File: src/rtl/nbsgn_pkg.sv
package nbsgn_pkg;

  localparam int SP_W = 32;

  localparam logic [SP_W-1:0] SP_CANON_NAN = 32'h7FC0_0000;

  typedef enum logic [1:0] {
    SGN_COPY = 2'b00,
    SGN_INV  = 2'b01,
    SGN_XOR  = 2'b10,
    SGN_IMOV = 2'b11
  } sgn_op_e;

  // Sign rule: choose the new sign bit from the two checked signs.
  function automatic logic pick_sign(sgn_op_e op, logic sa, logic sb);
    logic s;
    case (op)
      SGN_COPY: s = sb;
      SGN_INV:  s = ~sb;
      SGN_XOR:  s = sa ^ sb;
      default:  s = sa;
    endcase
    return s;
  endfunction

endpackage

File: src/rtl/nbsgn_unbox.sv
module nbsgn_unbox
  import nbsgn_pkg::*;
#(
  parameter int FLEN = 64
) (
  input  logic [FLEN-1:0] reg_val,
  output logic [SP_W-1:0] sp_val,
  output logic            box_ok
);

  localparam int BOX_W = FLEN - SP_W;

  function automatic logic is_boxed(logic [FLEN-1:0] v);
    return &v[FLEN-1:SP_W];
  endfunction

  always_comb begin
    box_ok = is_boxed(reg_val);
    sp_val = box_ok ? reg_val[SP_W-1:0] : SP_CANON_NAN;
  end

  initial begin
    assert (BOX_W > 0) else $error("box width must be positive");
  end

endmodule

File: src/rtl/nbsgn_inject.sv
module nbsgn_inject
  import nbsgn_pkg::*;
(
  input  sgn_op_e         op,
  input  logic [SP_W-1:0] a_sp,
  input  logic [SP_W-1:0] b_sp,
  input  logic [SP_W-1:0] word_in,
  output logic [SP_W-1:0] res_sp
);

  logic new_sign;

  always_comb begin
    new_sign = pick_sign(op, a_sp[SP_W-1], b_sp[SP_W-1]);
    if (op == SGN_IMOV) res_sp = word_in;
    else                res_sp = {new_sign, a_sp[SP_W-2:0]};
  end

endmodule

File: src/rtl/nbsgn_boxreg.sv
module nbsgn_boxreg
  import nbsgn_pkg::*;
#(
  parameter int FLEN = 64
) (
  input  logic            clk,
  input  logic            rst_n,
  input  logic            load,
  input  logic [SP_W-1:0] d_sp,
  output logic [FLEN-1:0] q,
  output logic            q_valid
);

  localparam int BOX_W = FLEN - SP_W;

  function automatic logic [FLEN-1:0] do_box(logic [SP_W-1:0] v);
    return {{BOX_W{1'b1}}, v};
  endfunction

  always_ff @(posedge clk or negedge rst_n) begin
    if (!rst_n) begin
      q       <= '0;
      q_valid <= 1'b0;
    end else begin
      q_valid <= load;
      if (load) q <= do_box(d_sp);
    end
  end

  AST_HOLD_IDLE: assert property (@(posedge clk) disable iff (!rst_n)
    !load |=> $stable(q));

endmodule

File: src/rtl/nbsgn_unit.sv
module nbsgn_unit
  import nbsgn_pkg::*;
#(
  parameter int FLEN = 64
) (
  input  logic            clk,
  input  logic            rst_n,
  input  logic            in_valid,
  input  logic [1:0]      op_sel,
  input  logic [FLEN-1:0] opa,
  input  logic [FLEN-1:0] opb,
  input  logic [SP_W-1:0] int_word,
  output logic [FLEN-1:0] res,
  output logic            res_valid
);

  localparam int NOPS = 2;

  logic [FLEN-1:0] ops_in  [NOPS];
  logic [SP_W-1:0] ops_sp  [NOPS];
  logic            ops_ok  [NOPS];

  assign ops_in[0] = opa;
  assign ops_in[1] = opb;

  generate
    for (genvar g = 0; g < NOPS; g++) begin : g_chk
      nbsgn_unbox #(.FLEN(FLEN)) u_unbox (
        .reg_val (ops_in[g]),
        .sp_val  (ops_sp[g]),
        .box_ok  (ops_ok[g])
      );
    end
  endgenerate

  // Named internal events for the assertions.
  sgn_op_e         op_e;
  logic [SP_W-1:0] a_chk, b_chk, next_sp;
  logic            a_good, b_good;

  assign op_e   = sgn_op_e'(op_sel);
  assign a_chk  = ops_sp[0];
  assign b_chk  = ops_sp[1];
  assign a_good = ops_ok[0];
  assign b_good = ops_ok[1];

  nbsgn_inject u_inject (
    .op      (op_e),
    .a_sp    (a_chk),
    .b_sp    (b_chk),
    .word_in (int_word),
    .res_sp  (next_sp)
  );

  nbsgn_boxreg #(.FLEN(FLEN)) u_reg (
    .clk     (clk),
    .rst_n   (rst_n),
    .load    (in_valid),
    .d_sp    (next_sp),
    .q       (res),
    .q_valid (res_valid)
  );

  AST_GOOD_PASS: assert property (@(posedge clk) disable iff (!rst_n)
    (opa[FLEN-1:SP_W] == '1) |-> (a_chk == opa[SP_W-1:0]));
  AST_BAD_NAN_A: assert property (@(posedge clk) disable iff (!rst_n)
    !a_good |-> (a_chk == SP_CANON_NAN));
  AST_BAD_NAN_B: assert property (@(posedge clk) disable iff (!rst_n)
    (opb[FLEN-1:SP_W] != '1) |-> (b_chk == SP_CANON_NAN && !b_good));
  AST_MAG_KEEP: assert property (@(posedge clk) disable iff (!rst_n)
    (in_valid && op_e != SGN_IMOV) |=> (res[SP_W-2:0] == $past(a_chk[SP_W-2:0])));
  AST_SIGN_COPY: assert property (@(posedge clk) disable iff (!rst_n)
    (in_valid && op_e == SGN_COPY) |=> (res[SP_W-1] == $past(b_chk[SP_W-1])));
  AST_SIGN_INV: assert property (@(posedge clk) disable iff (!rst_n)
    (in_valid && op_e == SGN_INV) |=> (res[SP_W-1] != $past(b_chk[SP_W-1])));
  AST_SIGN_XOR: assert property (@(posedge clk) disable iff (!rst_n)
    (in_valid && op_e == SGN_XOR) |=>
      (res[SP_W-1] == ($past(a_chk[SP_W-1]) ^ $past(b_chk[SP_W-1]))));
  AST_WORD_MOVE: assert property (@(posedge clk) disable iff (!rst_n)
    (in_valid && op_e == SGN_IMOV) |=> (res[SP_W-1:0] == $past(int_word)));
  AST_OUT_BOXED: assert property (@(posedge clk) disable iff (!rst_n)
    res_valid |-> (res[FLEN-1:SP_W] == '1));
  AST_VALID_ON: assert property (@(posedge clk) disable iff (!rst_n)
    in_valid |=> res_valid);
  AST_VALID_OFF: assert property (@(posedge clk) disable iff (!rst_n)
    !in_valid |=> !res_valid);

endmodule

File: config.mk
export PLATFORM = sky130hd
export DESIGN_NAME = nbsgn_unit
export DESIGN_NICKNAME = d
export VERILOG_FILES = /design/src/rtl/nbsgn_pkg.sv /design/src/rtl/nbsgn_unbox.sv /design/src/rtl/nbsgn_inject.sv /design/src/rtl/nbsgn_boxreg.sv /design/src/rtl/nbsgn_unit.sv
export SDC_FILE = /design/constraint.sdc
export NUM_CORES = 1
export LEC_CHECK = 0
export BUFFER_PORTS_ARGS = -buffer_cell sky130_fd_sc_hd__buf_2
export CORE_AREA = 3 3 89 91
export DETAILED_ROUTE_END_ITERATION = 12
export DIE_AREA = 0 0 92 94
export PLACE_DENSITY = 0.66
export RECOVER_POWER = 100
export SLEW_MARGIN = 15
export SYNTH_ARGS = -nofsm -noshare
export SYNTH_HDL_FRONTEND = slang
export SYNTH_SLANG_ARGS = --single-unit
File: constraint.sdc
create_clock -name clk -period 1.25 [get_ports clk]
set_input_delay 0.125 -clock clk [delete_from_list [all_inputs] [get_ports clk]]
set_output_delay 0.125 -clock clk [all_outputs]
set_load 0.01 [all_outputs]
==> results.tsv, run 1 <==
stage	metric	value	unit
cts	max-clock-path-buffers	2	
hold_path	worstHoldPathCells	3	
synth	synth_area	1860	um^2
global_route	grt.overflow.total	0	
floorplanning	dieArea	8650	um^2
worst_setup_path	cp.buffers_inverters	1	
sta	fin_skew	0	ns
sta	min_period	1.19	ns
floorplanning	start_util	25.8	%
synth	synth_xor_area_share	0	%
global_route	grt_max_degree	34	
floorplanning	std_cell_rows	31	
sta	drv_slew	0	
routing	vias	2143	
finish	stdcell_count	472	
synth	synth_edf_count	0	
synth	synthAdderAreaFrac	0	%
routing	drt-initial-drc-count	55	
sta	relSlewSlack	59.3	%
pwr	p_leak	1.37	nW
sta	setup_ws	0.0562	ns
floorplanning	dieHeight	94	um
cts	numCtsBuffers	5	
sta	rsz0062_at_grt	true	
synth	syn_inst	203	
finish	layout_commonest_cell	buf_2	
job	drv_cap	0	
pwr	ir_drop	0.000348	V
synth	synth.distinct_cells	22	
hold_path	hold_end	u_reg.q[24]	
worst_setup_path	reg2reg_depth	1	
worst_setup_path	worstPathCellList	buf_2 -> nand4_1 -> nor4_4 -> a41oi_2 -> or3_1 -> a31oi_1	
routing	drtPass1Iterations	4	
global_route	grt_pass1_wl	9.45	mm
place	io_buffers	198	
synth	syn_nets	368	
worst_setup_path	crit_required	1.46	ns
worst_setup_path	worst-r2r-setup-slack	0.25	ns
finish	drive_gt1_share	50.4	%
outcome	status	finished, final reports clean	
finish	syn_to_final_growth	56.8	%
place	dp_hpwl	4.93	mm
finish	nets	537	
finish	n_antenna_cell	0	
sta	max_freq	838	MHz
finish	design_area	2910	um^2
routing	vias_per_cell	4.54	
cts	path_clk_slew	0.08	ns
synth	synth-main-ff-cell	dfrtp_1	
sta	tightest_slew	0.611	ns
pwr	p_per_area	909	nW/um^2
synth	synth_top_family_by_area	compound AO/OA/AOI/OAI gates	
worst_setup_path	reg2reg_to	u_reg.q[32]	
cts	cts_tree	done	
routing	wl_per_cell	13.0	um
cts	clk_latency	0.28	ns
synth	ys_seq_elements	34	
synth	synthMuxAreaShare	0	%
global_route	grt_pass1_vias	2025	
place	gp_congestion	0.764	
place	dp_cells	463	
worst_setup_path	crit_slowest_cell	nor4_4	
synth	synthArstFlopShare	100	%
worst_setup_path	start_kind	input pin	
worst_setup_path	worstReg2RegStart	u_reg.q[32]	
place	post-place-ws	-0.233	ns
hold_path	min_from	opa[24]	
cts	cts_root_buffer	clkbuf_8	
synth	syn_area_per_cell	9.15	um^2
finish	final_cell_mix	buf_2, clkbuf_1, dfrtp_1	
cts	cts_setup_buffers	0	
worst_setup_path	cp-end-kind	register	
sta	finalHoldViolCount	0	
worst_setup_path	cpPeakStageDelay	0.37	ns
place	placed_cell_area	2810	um^2
worst_setup_path	critPathMaxFanout	3	
sta	setup_viol	0	
worst_setup_path	crit_family	simple AND/OR/NAND/NOR gates	
floorplanning	core_area	7210	um^2
cts	clock-sinks	34	
hold_path	min-delay-path-class	in2reg	
routing	wl	6.13	mm
cts	cts_max_level	2	
global_route	antenna_found_initial	0	
routing	drc	0	
synth	ys_warn_count	0	
worst_setup_path	worstPathArrival	1.40	ns
synth	synth-simple-area-share	14.4	%
synth	seq_area_frac_synth	45.8	%
global_route	track_usage	13.6	%
sta	fin_crit_sh	95.5	%
floorplanning	ios	230	
floorplanning	die_w	92	um
routing	detail-route-antenna-nets	0	
synth	synth_compound_area_share	22.7	%
worst_setup_path	crit_type	in2reg	
## metrics by stage
| stage | power (mW) | utilization, % | hold WS, ns | TNS [ns] |
|---|---|---|---|---|
| final | 2.65 | 40.4 | 0.121 | 0 |
| after global routing | 2.82 | 40.4 | 0.111 | -0.500 |
| after CTS | 2.71 | 40.4 | 0.117 | 0 |
| after detailed placement | 1.84 | 39.0 | 0.108 | -6.22 |
| after global placement | 1.83 | 39.0 | 0.0915 | -5.02 |
| after floorplan | 1.45 | - | -0.171 | -0.0300 |
## layer usage
metal / wire [um] / track usage [%] / vias to the layer above / part of all wire [%]
met1: 2370 / 16.4 / 963 / 39
met2: 3090 / 24.0 / 118 / 50
met3: 614 / 4.25 / 7 / 10
met4: 55 / 2.85 / 0 / 0.90
li1: - / - / 1055 / -
met5: 0 / 0 / - / 0
## how the worst max path moves through the flow
stage | from | end | slack (ns) | depth (start not counted)
after global placement | opa[38] | u_reg.q[31] | -0.19 | 6
after detailed placement | opa[54] | u_reg.q[9] | -0.23 | 7
after CTS | u_reg.q[32] | res[46] | 0.03 | 1
after global routing | opa[38] | u_reg.q[13] | -0.05 | 7
after floorplan | opa[54] | u_reg.q[31] | -0.03 | 5
final | opa[38] | u_reg.q[31] | 0.06 | 6
## cells in the mapped netlist (2+ instances only)
cell type,number,area share [%]
dfrtp_1,34,46
buf_4,31,13
a22oi_1,23,9.3
nor2_1,23,4.6
a21oi_1,22,5.9
nand4_1,15,5.1
clkbuf_1,11,2.2
inv_1,9,1.8
o21ai_0,9,2.4
o221ai_1,9,4.2
buf_2,2,0.54
nand2_1,2,0.40
nand3_1,2,0.54
nor4_2,2,1.3
or3_1,2,0.67
## flip-flops by register name, summed over array words and instances, names as in the netlist
signal / count
u_reg.q: 33
u_reg.q_valid: 1
## cells by family after synthesis
kind of cell | Yosys count
AOI/OAI and AO/OA | 65
DFF | 34
buffers and inverters | 53
and+or+nand+nor | 51
## what timing repair did
| action | CTS | global route |
|---|---|---|
| hold buffers | 1 | 0 |
| resized for setup | 1 | 9 |
| pin swaps | 0 | 2 |
| endpoints found under the hold margin | 17 | 0 |
| setup endpoints to repair | 32 | 57 |
## tightest hold or removal path, stage by stage
cell	delay [ns]
buf_2	0.09
o221ai_2	0.08
o21ai_0	0.07
## power by group
group | leakage, nW | switching, mW | internal (mW) | total [mW]
registers | 0.400 | 0.0487 | 1.19 | 1.24
clock network | 0.0472 | 0.406 | 0.443 | 0.849
logic | 0.927 | 0.278 | 0.281 | 0.559
total | 1.37 | 0.733 | 1.91 | 2.65
## area by class of cell
cell class | count | area, um^2
well taps | 99 | 124
clock buffers | 6 | 82.6
flip-flops and latches | 34 | 855
clock inverters | 2 | 12.5
multi-input cells | 116 | 732
repair buffers | 206 | 1070
fillers | 770 | 4300
inverters | 9 | 33.8
(Power assumes the default switching activity.)
==> run 2: changes to the inputs <==
Settings changed: BUFFER_PORTS_ARGS -buffer_cell sky130_fd_sc_hd__buf_2 to default, CORE_AREA 3 3 89 91 to 3 3 87 89, DIE_AREA 0 0 92 94 to 0 0 90 92, DONT_BUFFER_PORTS from default to 1, PLACE_DENSITY 0.66 to default.
==> results.tsv, run 2 (synthesis gave the netlist of run 1 again) <==
stage	metric	value	unit	change
pwr	p_per_area	1110	nW/um^2	+22%
global_route	antenna_found_initial	0		unchanged
place	io_buffers	0		-100%
sta	fin_crit_sh	95.7	%	+0.20 points
finish	reg_top3	u_reg.q (33), u_reg.q_valid (1)		
routing	detail-route-antenna-nets	0		unchanged
place	gp_congestion	0.764		-0.12%
worst_setup_path	reg2reg_depth	1		unchanged
place	dp_hpwl	3.88	mm	-21%
floorplanning	dieHeight	92	um	-2.1%
finish	regArea	855	um^2	unchanged
pwr	ir_drop	0.000378	V	+8.7%
floorplanning	start_util	27.2	%	+1.4 points
routing	wl_per_cell	20.9	um	+61%
job	drv_cap	0		unchanged
worst_setup_path	crit_required	1.46	ns	about the same
routing	vias	1513		-29%
hold_path	min-delay-path-class	in2reg		
place	post-place-ws	-0.307	ns	-0.0741 ns
worst_setup_path	reg2reg_to	u_reg.q[32]		
outcome	status	finished, final reports clean		
worst_setup_path	worstReg2RegStart	u_reg.q[32]		
finish	nets	347		-35%
finish	drive_gt1_share	28.4	%	-22 points
finish	multi_input_area	846	um^2	+16%
floorplanning	ios	230		unchanged
finish	syn_to_final_growth	16.9	%	
sta	fin_skew	0	ns	unchanged
sta	setup_viol	0		unchanged
sta	finalHoldViolCount	0		unchanged
sta	setup_ws	0.0537	ns	-0.00247 ns
cts	cts_max_level	2		unchanged
routing	drtPass1Iterations	4		unchanged
cts	clk_latency	0.28	ns	about the same
cts	cts_tree	done		
cts	numCtsBuffers	5		unchanged
place	placed_cell_area	1810	um^2	-36%
hold_path	worstHoldPathCells	2		-1
worst_setup_path	crit_type	in2reg		
floorplanning	dieArea	8280	um^2	-4.3%
global_route	grt_pass1_wl	8.00	mm	-15%
floorplanning	die_w	90	um	-2.2%
cts	clock-sinks	34		unchanged
finish	n_fill_cell	716		-7.0%
cts	max-clock-path-buffers	2		unchanged
sta	rsz0062_at_grt	true		
cts	path_clk_slew	0.07	ns	about the same
routing	drt-initial-drc-count	64		+16%
sta	min_period	1.20	ns	+0.00247 ns
finish	utilization	31.8	%	-8.6 points
sta	tns	0	ns	unchanged
sta	drv_slew	0		unchanged
finish	final_cell_mix	dfrtp_1, nor2_1, a22oi_2		
global_route	grt_max_degree	38		+12%
hold_path	min_from	in_valid		
floorplanning	std_cell_rows	30		-3.2%
worst_setup_path	worst-r2r-setup-slack	0.35	ns	+0.10 ns
sta	tightest_slew	0.603	ns	-0.00765 ns
finish	design_area	2170	um^2	-25%
finish	top_register	u_reg.q		
routing	vias_per_cell	5.42		+19%
finish	layout_commonest_cell	dfrtp_1		
routing	drc	0		unchanged
sta	max_freq	836	MHz	-0.21%
routing	wl	5.84	mm	-4.6%
worst_setup_path	worstPathArrival	1.41	ns	about the same
pwr	p_leak	0.802	nW	-42%
sta	relSlewSlack	59.7	%	+0.38 points
floorplanning	core_area	6830	um^2	-5.3%
global_route	track_usage	12.4	%	-1.3 points
worst_setup_path	cp-end-kind	register		
finish	n_antenna_cell	0		unchanged
worst_setup_path	start_kind	input pin		
global_route	grt.overflow.total	0		unchanged
finish	largest_reg_flops	33		unchanged
global_route	grt_pass1_vias	1502		-26%
cts	cts_root_buffer	clkbuf_8		
hold_path	hold_end	u_reg.q[5]		
worst_setup_path	critPathMaxFanout	6		+3
-- run 2: cell count changes in the layout (fill, tap and decap cells not counted), moves of 2 or more --
cell       delta
buf_2       -163
clkbuf_1     -32
a22oi_1      -17
a22oi_2      +17
a21oi_1       -6
a21oi_2       +6
buf_4         +4
clkbuf_16     +2
clkbuf_2      -2
o21ai_0       +2
o21ai_1       -2
-- run 2: power by group --
part / internal [mW] / switching (mW)
Combinational: 0.112 / 0.137
Sequential: 1.19 / 0.115
Clock: 0.445 / 0.404
-- run 2: stage by stage --
| step | cells | hold slack [ns] | power [mW] |
|---|---|---|---|
| finish | 279 | 0.00376 | 2.40 |
| global route | 279 | 0.00321 | 2.55 |
| CTS | 276 | 0.00132 | 2.43 |
| detailed placement | 264 | -0.170 | 1.48 |
| global placement | 264 | -0.170 | 1.48 |
| floorplan | 203 | -0.171 | 1.45 |
-- run 2: worst max-delay path by stage --
stage	start	endpoint	slack, ns	cells past startpoint
final	opa[58]	u_reg.q[2]	0.05	7
after CTS	opa[54]	u_reg.q[22]	0.002	6
after global routing	opa[58]	u_reg.q[2]	-0.07	7
after global placement	opa[54]	u_reg.q[23]	-0.27	6
after floorplan	opa[54]	u_reg.q[31]	-0.03	5
after detailed placement	opa[54]	u_reg.q[24]	-0.31	6
-- run 2: cell type report --
cell class,instances,area share [%]
clock buffer,7,3.97
timing repair buffer,16,10.4
tap,96,5.53
inverter,9,1.56
clock inverter,1,0.230
sequential,34,39.3
multi-input combinational,116,38.9
-- run 2: critical path, stage by stage --
cell and delay (ns):
nand4_1 0.13, nor4_4 0.37, buf_4 0.17, and3_4 0.25, clkbuf_16 0.18, a22oi_2 0.05
a21oi_1 0.13
-- run 2: repair_timing --
action                                  CTS  global route
hold endpoints to repair                 68             0
buffers inserted                          0             0
resized for setup                         0            31
hold buffers                              4             0
endpoints found under the setup margin    0            12
-- run 2: layer usage --
layer | wire, um | global-route usage [%] | vias to the layer above | part of all wire, %
met5 | 0 | 0 | - | 0
met4 | 57 | 3.44 | 0 | 0.98
met3 | 576 | 5.74 | 6 | 9.9
met2 | 2910 | 19.7 | 103 | 50
met1 | 2300 | 15.0 | 735 | 39
li1 | - | - | 669 | -
==> run 3: changes to the inputs <==
Settings changed: HOLD_SLACK_MARGIN from default to 0.1.
==> results.tsv, run 3 (synthesis gave the netlist of run 1 again) <==
stage	metric	value	unit	change
outcome	status	finished with violations		
outcome	violations	negative hold slack		
worst_setup_path	critPathMaxFanout	6		unchanged
hold_path	min_from	in_valid		
global_route	grt_pass1_wl	7.47	mm	-6.7%
finish	design_area	2150	um^2	-1.1%
job	drv_cap	0		unchanged
pwr	p_per_area	1100	nW/um^2	-0.45%
sta	setup_viol	0		unchanged
sta	setup_ws	0.0549	ns	+0.00114 ns
sta	drv_slew	0		unchanged
routing	wl	5.53	mm	-5.4%
worst_setup_path	worst-r2r-setup-slack	0.35	ns	about the same
finish	n_fill_cell	719		+0.42%
global_route	track_usage	11.5	%	-0.91 points
floorplanning	start_util	27.2	%	unchanged
pwr	p_leak	0.789	nW	-1.6%
cts	numCtsBuffers	5		unchanged
sta	min_period	1.20	ns	-0.00114 ns
floorplanning	ios	230		unchanged
worst_setup_path	crit_required	1.46	ns	about the same
routing	drc	0		unchanged
worst_setup_path	start_kind	input pin		
worst_setup_path	reg2reg_to	u_reg.q[32]		
global_route	grt.overflow.total	0		unchanged
place	gp_congestion	0.764		unchanged
finish	final_cell_mix	dfrtp_1, nor2_1, a22oi_2		
worst_setup_path	worstReg2RegStart	u_reg.q[32]		
sta	timing.hold.ws	-0.121	ns	-0.124 ns
routing	drt-initial-drc-count	77		+20%
pwr	ir_drop	0.000378	V	about the same
routing	vias	1473		-2.6%
finish	n_antenna_cell	0		unchanged
sta	relSlewSlack	77.0	%	+17 points
floorplanning	dieHeight	92	um	unchanged
finish	reg_top3	u_reg.q (33), u_reg.q_valid (1)		
place	dp_hpwl	3.88	mm	unchanged
finish	largest_reg_flops	33		unchanged
floorplanning	core_area	6830	um^2	unchanged
sta	tightest_slew	0.343	ns	-0.260 ns
floorplanning	dieArea	8280	um^2	unchanged
floorplanning	std_cell_rows	30		unchanged
cts	clock-sinks	34		unchanged
cts	cts_root_buffer	clkbuf_8		
cts	cts_max_level	2		unchanged
finish	nets	345		-0.58%
hold_path	hold_end	u_reg.q_valid		
worst_setup_path	reg2reg_depth	1		unchanged
sta	fin_crit_sh	95.6	%	about the same
global_route	antenna_found_initial	0		unchanged
routing	drtPass1Iterations	4		unchanged
cts	cts_tree	done		
finish	layout_commonest_cell	dfrtp_1		
hold_path	min-delay-path-class	in2reg		
place	post-place-ws	-0.307	ns	unchanged
sta	rsz0062_at_grt	true		
finish	syn_to_final_growth	15.6	%	
worst_setup_path	crit_type	in2reg		
place	placed_cell_area	1810	um^2	unchanged
hold_path	worstHoldPathCells	0		-2
routing	vias_per_cell	5.32		-1.9%
worst_setup_path	worstPathArrival	1.40	ns	about the same
finish	drive_gt1_share	28.7	%	+0.31 points
routing	wl_per_cell	19.9	um	-4.8%
sta	fin_skew	0	ns	unchanged
global_route	grt_pass1_vias	1430		-4.8%
global_route	grt_max_degree	67		+76%
floorplanning	die_w	90	um	unchanged
place	io_buffers	0		unchanged
cts	clk_latency	0.28	ns	about the same
cts	cts_setup_buffers	0		unchanged
cts	cts_hold_buf	2		-2
pwr	total_power	2.37	mW	-1.5%
sta	max_freq	837	MHz	about the same
routing	detail-route-antenna-nets	0		unchanged
finish	multi_input_area	852	um^2	+0.74%
finish	top_register	u_reg.q		
sta	finalHoldViolCount	34		+34
cts	path_clk_slew	0.07	ns	about the same
worst_setup_path	cp-end-kind	register		
cts	max-clock-path-buffers	2		unchanged
finish	regArea	855	um^2	unchanged
==> run 3: cell types whose count changed in the layout (fill, tap and decap cells not counted), sizes merged <==
cell / before / now
buf: 12 / 11
dlygate4sd3: 2 / 1
==> run 3: cell type report <==
type | count | share of cell area [%]
multi-input cells | 116 | 39.7
clock buffers | 7 | 4.02
inverters | 9 | 1.57
flip-flops and latches | 34 | 39.8
clock inverters | 1 | 0.233
well taps | 96 | 5.59
repair buffers | 14 | 9.14
==> run 3: how the worst max path moves through the flow <==
| stage | startpoint | to | slack (ns) | cells after the start |
|---|---|---|---|---|
| 5_1_grt | opa[58] | u_reg.q[2] | -0.07 | 7 |
| 4_1_cts | opa[54] | u_reg.q[22] | 0.002 | 6 |
| 3_3_place_gp | opa[54] | u_reg.q[23] | -0.27 | 6 |
| 3_5_place_dp | opa[54] | u_reg.q[24] | -0.31 | 6 |
| 2_1_floorplan | opa[54] | u_reg.q[31] | -0.03 | 5 |
| 6_report | opa[58] | u_reg.q[11] | 0.05 | 7 |
==> run 3: routing by layer <==
metal / share of wire (%) / GRT usage (%) / up-vias
met1: 39 / 13.9 / 701
met4: 0.87 / 3.44 / 0
met2: 50 / 17.9 / 97
met3: 10 / 5.74 / 7
li1: - / - / 668
met5: 0 / 0 / -
==> run 3: report_power, final <==
group          internal [mW]  switching (mW)
Combinational          0.104           0.109
Sequential              1.19           0.114
Clock                  0.445           0.403
Total                   1.74           0.627
==> run 3: repair_timing <==
action	in CTS	in global routing
endpoints found under the hold margin	68	34
endpoints found under the setup margin	0	12
resized for setup	0	32
==> run 3: worst max-delay path, cell delays in order <==
cell	delay [ns]
nand4_1	0.13
nor4_4	0.37
buf_4	0.17
and3_4	0.25
clkbuf_16	0.18
a22oi_2	0.05
a21oi_1	0.13
==> run 3: per-stage QoR <==
stage	hold slack [ns]	utilization [%]	TNS, ns	instances
global route	-0.150	31.4	-0.746	277
floorplan	-0.171	-	-0.0300	203
finish	-0.121	31.4	0	277
detailed placement	-0.170	26.5	-5.87	264
CTS	-0.138	28.3	0	274
global placement	-0.170	26.5	-4.48	264
